**config.mk**
```make
export PLATFORM = sky130hd
export DESIGN_NAME = mode_ctrl
export DESIGN_NICKNAME = d
export VERILOG_FILES = /design/src/rtl/tmode_pkg.sv /design/src/rtl/mode_ctrl.sv
export SDC_FILE = /design/constraint.sdc
export NUM_CORES = 1
export LEC_CHECK = 0
export CELL_PAD_IN_SITES_DETAIL_PLACEMENT = 1
export CELL_PAD_IN_SITES_GLOBAL_PLACEMENT = 1
export CORE_AREA = 3 3 40 42
export DETAILED_ROUTE_END_ITERATION = 8
export DIE_AREA = 0 0 43 45
export DONT_BUFFER_PORTS = 1
export GPL_ROUTABILITY_DRIVEN = 0
export PLACE_DENSITY = 0.37
export SLEW_MARGIN = 40
export SYNTH_ARGS = -nofsm -noshare
export SYNTH_HDL_FRONTEND = slang
export SYNTH_SLANG_ARGS = --single-unit
```
**constraint.sdc**
```tcl
create_clock -name clk -period 1.24 [get_ports clk]
set_input_delay 0.248 -clock clk [delete_from_list [all_inputs] [get_ports clk]]
set_output_delay 0.248 -clock clk [all_outputs]
set_load 0.005 [all_outputs]
```
**src/rtl/tmode_pkg.sv**
```systemverilog
package tmode_pkg;

  localparam int MODE_N    = 4;
  localparam int TRI_MAX   = 6;

  typedef enum logic [1:0] {
    MD_TRISTATE = 2'd0,
    MD_NANDTREE = 2'd1,
    MD_PLLBYP   = 2'd2,
    MD_CLKOUT   = 2'd3
  } tmode_e;

  // Lowest set request bit wins; result is one-hot or zero.
  function automatic logic [MODE_N-1:0] pick_lowest(input logic [MODE_N-1:0] req);
    logic [MODE_N-1:0] res;
    res = '0;
    for (int i = MODE_N - 1; i >= 0; i--) begin
      if (req[i]) begin
        res    = '0;
        res[i] = 1'b1;
      end
    end
    return res;
  endfunction

  // Saturating increment used by the three-state delay counter.
  function automatic int unsigned sat_inc(input int unsigned cur, input int unsigned lim);
    return (cur >= lim) ? lim : cur + 1;
  endfunction

endpackage

```
**src/rtl/mode_ctrl.sv**
```systemverilog
module mode_ctrl
  import tmode_pkg::*;
(
  input  logic              clk,
  input  logic              rst_n,
  input  logic              test_n,
  input  logic [MODE_N-1:0] req_i,
  output logic [MODE_N-1:0] mode_o,
  output logic              entry_evt_o,
  output logic              exit_evt_o
);

  logic [MODE_N-1:0] mode_q;
  logic              idle;

  assign idle        = (mode_q == '0);
  assign entry_evt_o = rst_n && !test_n && idle && (|req_i);
  assign exit_evt_o  = !rst_n && test_n;

  always_ff @(posedge clk) begin
    if (exit_evt_o) begin
      mode_q <= '0;
    end else if (entry_evt_o) begin
      mode_q <= pick_lowest(req_i);
    end
  end

  assign mode_o = mode_q;

endmodule

```
======== Yosys cells after proc, flatten, opt, wreduce, memory -nomap -nowiden ========
Index checks and enable logic that the tools add are counted.
storage, ports and cells
  bits in registers ....................... 4
  word-level logic and storage cells ...... 13
  input bits .............................. 7
operators by class
  muxes and demuxes ....................... 4
  reductions and logical operators ........ 8
operators with widths
  operator             number
  $mux W4              4
  $logic_and A1 B1 Y1  4
  $logic_not A4 Y1     1
  $reduce_or A4 Y1     1
  $logic_not A1 Y1     2

======== Depth between registers and ports, before layout ========
  depth in word-level cells ............... 4
  gate-level depth with buffers ........... 3
  mapped depth without buffers ............ 3

======== Worst setup path after synthesis ========
Ideal clock, no wire load.
  kind .................................... register -> output
  from .................................... register mode_q[0] (netlist: mode_o[0])
  to ...................................... output port entry_evt_o
  data arrival time ....................... 0.905 ns
  slack ................................... 0.087 ns
  required time ........................... 0.992 ns
  cell stages (with the launch flop) ...... 3
  cell sequence ........................... dfxtp_1 -> nor4b_4 -> o211a_1
between the ends
  word-level cells in the longest chain between the ends .. 3
RTL lines
  what                               line             source
  from (decl)                        mode_ctrl.sv:13  logic [MODE_N-1:0] mode_q;
  from (signal assigned)             mode_ctrl.sv:24  mode_q <= pick_lowest(req_i);
  $logic_not A4 Y1                   mode_ctrl.sv:16  assign idle = (mode_q == '0);
  $logic_and A1 B1 Y1 (2 in series)  mode_ctrl.sv:17  assign entry_evt_o = rst_n && !test_n && idle && (|req_i);
  to (decl)                          mode_ctrl.sv:9   output logic entry_evt_o,
No other way between the ends.

======== Worst setup path after layout ========
  from .................................... register mode_q[1] (netlist: mode_o[1])
  to ...................................... output port entry_evt_o
Same word-level chain as after synthesis.

==> impl_metrics.ini <==
[grt]
grt_util_all_layers_pct = 6.994
grt_start_max_net_pins = 7
antenna_found_initial = 0
first_global_vias = 214
grt_pass1_wl_um = 952
grt_remaining_overflow = 0

[setup_path]
crit_buf_inv = 0
reg2reg_setup_slack_ps = 70
crit_arrival_ps = 1020
r2r_end = mode_o[3]$_SDFFE_PP0P_
cp-end-kind = output pin
worstPathMaxFanout = 2
worstPathRequired_ps = 990
cp_slowest_cell = dfxtp_2
start_kind = flip-flop
r2r-start = mode_o[1]$_SDFFE_PP0P_
path_delay_family = flip-flops
path_class = reg2out
path_cells = nor4b_4 -> o211a_1
rr_worst_depth = 4
max_stage_delay_ps = 320

[die]
die_w_um = 43
ios = 13
core_sq_um = 1285
dieHeight_um = 45
dieArea_sq_um = 1935
start_util_pct = 14.80
rows = 13

[timing]
fmax_mhz = 786.7
hold_violations = 0
finalSetupViolCount = 1
setup_ws_ps = -31.10
slew_headroom_pct = 73.95
fin_worst_skew_ps = 1.999
finalCritPeriodShare_pct = 102.5
whs_ps = 200.1
min_period_ps = 1271
worst_pin_slew_ps = 390.0
finalMaxSlewViolations = 0
rsz0062_at_grt = true

[pwr]
leakagePower_nw = 0.1122
ir_drop_mv = 0.2869
p_seq_share_pct = 40.9
clkPwrFrac_pct = 38.4
combinationalPowerShare_pct = 20.7
p_int_mw = 0.2998
p_total_mw = 0.4059
switchingPower_mw = 0.1061
power.density_nw_per_um2 = 1545
swShare_pct = 26.13

[finish]
multiInputGateArea_sq_um = 106.4
utilization_pct = 20.45
design_area_sq_um = 262.8
syn2layout_area_growth_pct = 38.16
n_fill_cell = 158
regArea_sq_um = 81.33
drive_above_1_share_pct = 38.46
largest_reg_flops = 4
antennaDiodeCount = 0
layout.nets = 35

[cts]
cts_sinks = 4
cts_buffers = 3
tritoncts = yes
clk_latency_ps = 230
holdBufCountCts = 0
htreeDepth = 1
clkTransAtPathRegs_ps = 40
cts_max_path_buffers = 2
cts_root_buf = clkbuf_4

[drt]
route.detailed.drc = 0
wl_met3_um = 45
vias = 177
wl_per_cell_um = 14.02
vias_per_cell = 4.317
wl_met2_um = 295
drt_pass1_iterations = 2
topRoutingLayerUsed = met3
ant_nets = 0
drt_wl_total_um = 575
first_iter_violations = 2
wl_met1_um = 234

[worst_hold_path]
hold_path.class = in2reg
hp-start = req_i[0]
holdPathStages = 2
hold_end = mode_o[0]$_SDFFE_PP0P_

[job]
maxCapViolCount = 0

[yosys]
synth_area_per_cell_sq_um = 10.01
yosysSeqAreaShare_pct = 42.11
syn_nets = 26
yosysTopAreaCellShare_pct = 42.11
ys_ff_latch = 4
ys_warn_count = 0
synth_cell_types = 11
netlist_instances = 19
ys_top_cells_by_area = dfxtp_1 42%, nor4b_4 13%, a41oi_1 9.2%
netlist_area_sq_um = 190.2
yosysTopAreaCell = dfxtp_1

[placement]
dp_hpwl_um = 487.1
portBuffers = 0
pre_cts_ws_ps = 66.36
place_area_sq_um = 231.5

[status]
violations = setup timing
status = finished with violations
[worst max-delay path by stage]
stage	end	slack, ps	start	cells past startpoint
final	entry_evt_o	-30	mode_o[1]$_SDFFE_PP0P_	2
after global routing	entry_evt_o	-80	mode_o[1]$_SDFFE_PP0P_	2
after CTS	entry_evt_o	-40	mode_o[1]$_SDFFE_PP0P_	2
after detailed placement	mode_o[3]$_SDFFE_PP0P_	70	mode_o[0]$_SDFFE_PP0P_	3
after global placement	mode_o[3]$_SDFFE_PP0P_	90	mode_o[0]$_SDFFE_PP0P_	3
after floorplan	entry_evt_o	90	mode_o[0]$_SDFFE_PP0P_	2
[layout by cell type, fill, tap and decap left out]
| master | count |
|---|---|
| a41oi_1 | 2 |
| or3_1 | 1 |
| clkbuf_4 | 3 |
| o211a_1 | 1 |
| dfxtp_2 | 1 |
| nor2_1 | 4 |
| nor2b_1 | 1 |
| nor2_2 | 1 |
| buf_4 | 4 |
| nor4b_4 | 1 |
| a31oi_1 | 2 |
| dfxtp_1 | 3 |
| a311oi_1 | 1 |
| inv_1 | 1 |
[cells by family after synthesis]
logic type / share of synthesized area [%]
and+or+nand+nor: 30.27
buffers and inverters: 1.972
AOI/OAI and AO/OA: 25.66
DFF: 42.11
[cells in the mapped netlist (all sizes together)]
cell type,n
a31oi,2
a311oi,1
nor4b,1
inv,1
or3,1
nor2b,1
dfxtp,4
nor2,5
a41oi,2
o211a,1
[metrics by stage]
stage	setup TNS, ps	std cells
3_5_place_dp	0	37
3_3_place_gp	0	37
6_report	-31.10	41
4_1_cts	-44.62	41
5_1_grt	-159.8	41
2_1_floorplan	0	19
[layout make-up]
type	instances	area share [%]
Clock buffer	3	8.571
Multi-Input combinational cell	14	40.48
Tap cell	15	7.143
Sequential cell	4	30.95
Timing Repair Buffer	4	11.43
Inverter	1	1.429
[power by group through the flow]
stage	registers, mW	clock network, mW	logic [mW]
2_1_floorplan	0.167	0	0.0484
5_1_grt	0.169	0.164	0.0943
6_report	0.166	0.156	0.0838
4_1_cts	0.167	0.163	0.0856
3_5_place_dp	0.168	0	0.0810
3_3_place_gp	0.168	0	0.0798
[repair_timing]
item,4_1_cts,5_1_grt
gates resized for setup,1,0
endpoints found under the setup margin,1,2
cloned,0,0
buffers inserted,1,0
pin swaps,2,0
[per-layer routing]
metal  global-route usage (%)  vias up
met4                    7.229        0
met2                    11.68        6
li1                         -       88
met5                        0        -
met1                    6.024       83
met3                    3.187        0
(Power assumes the default switching activity.)
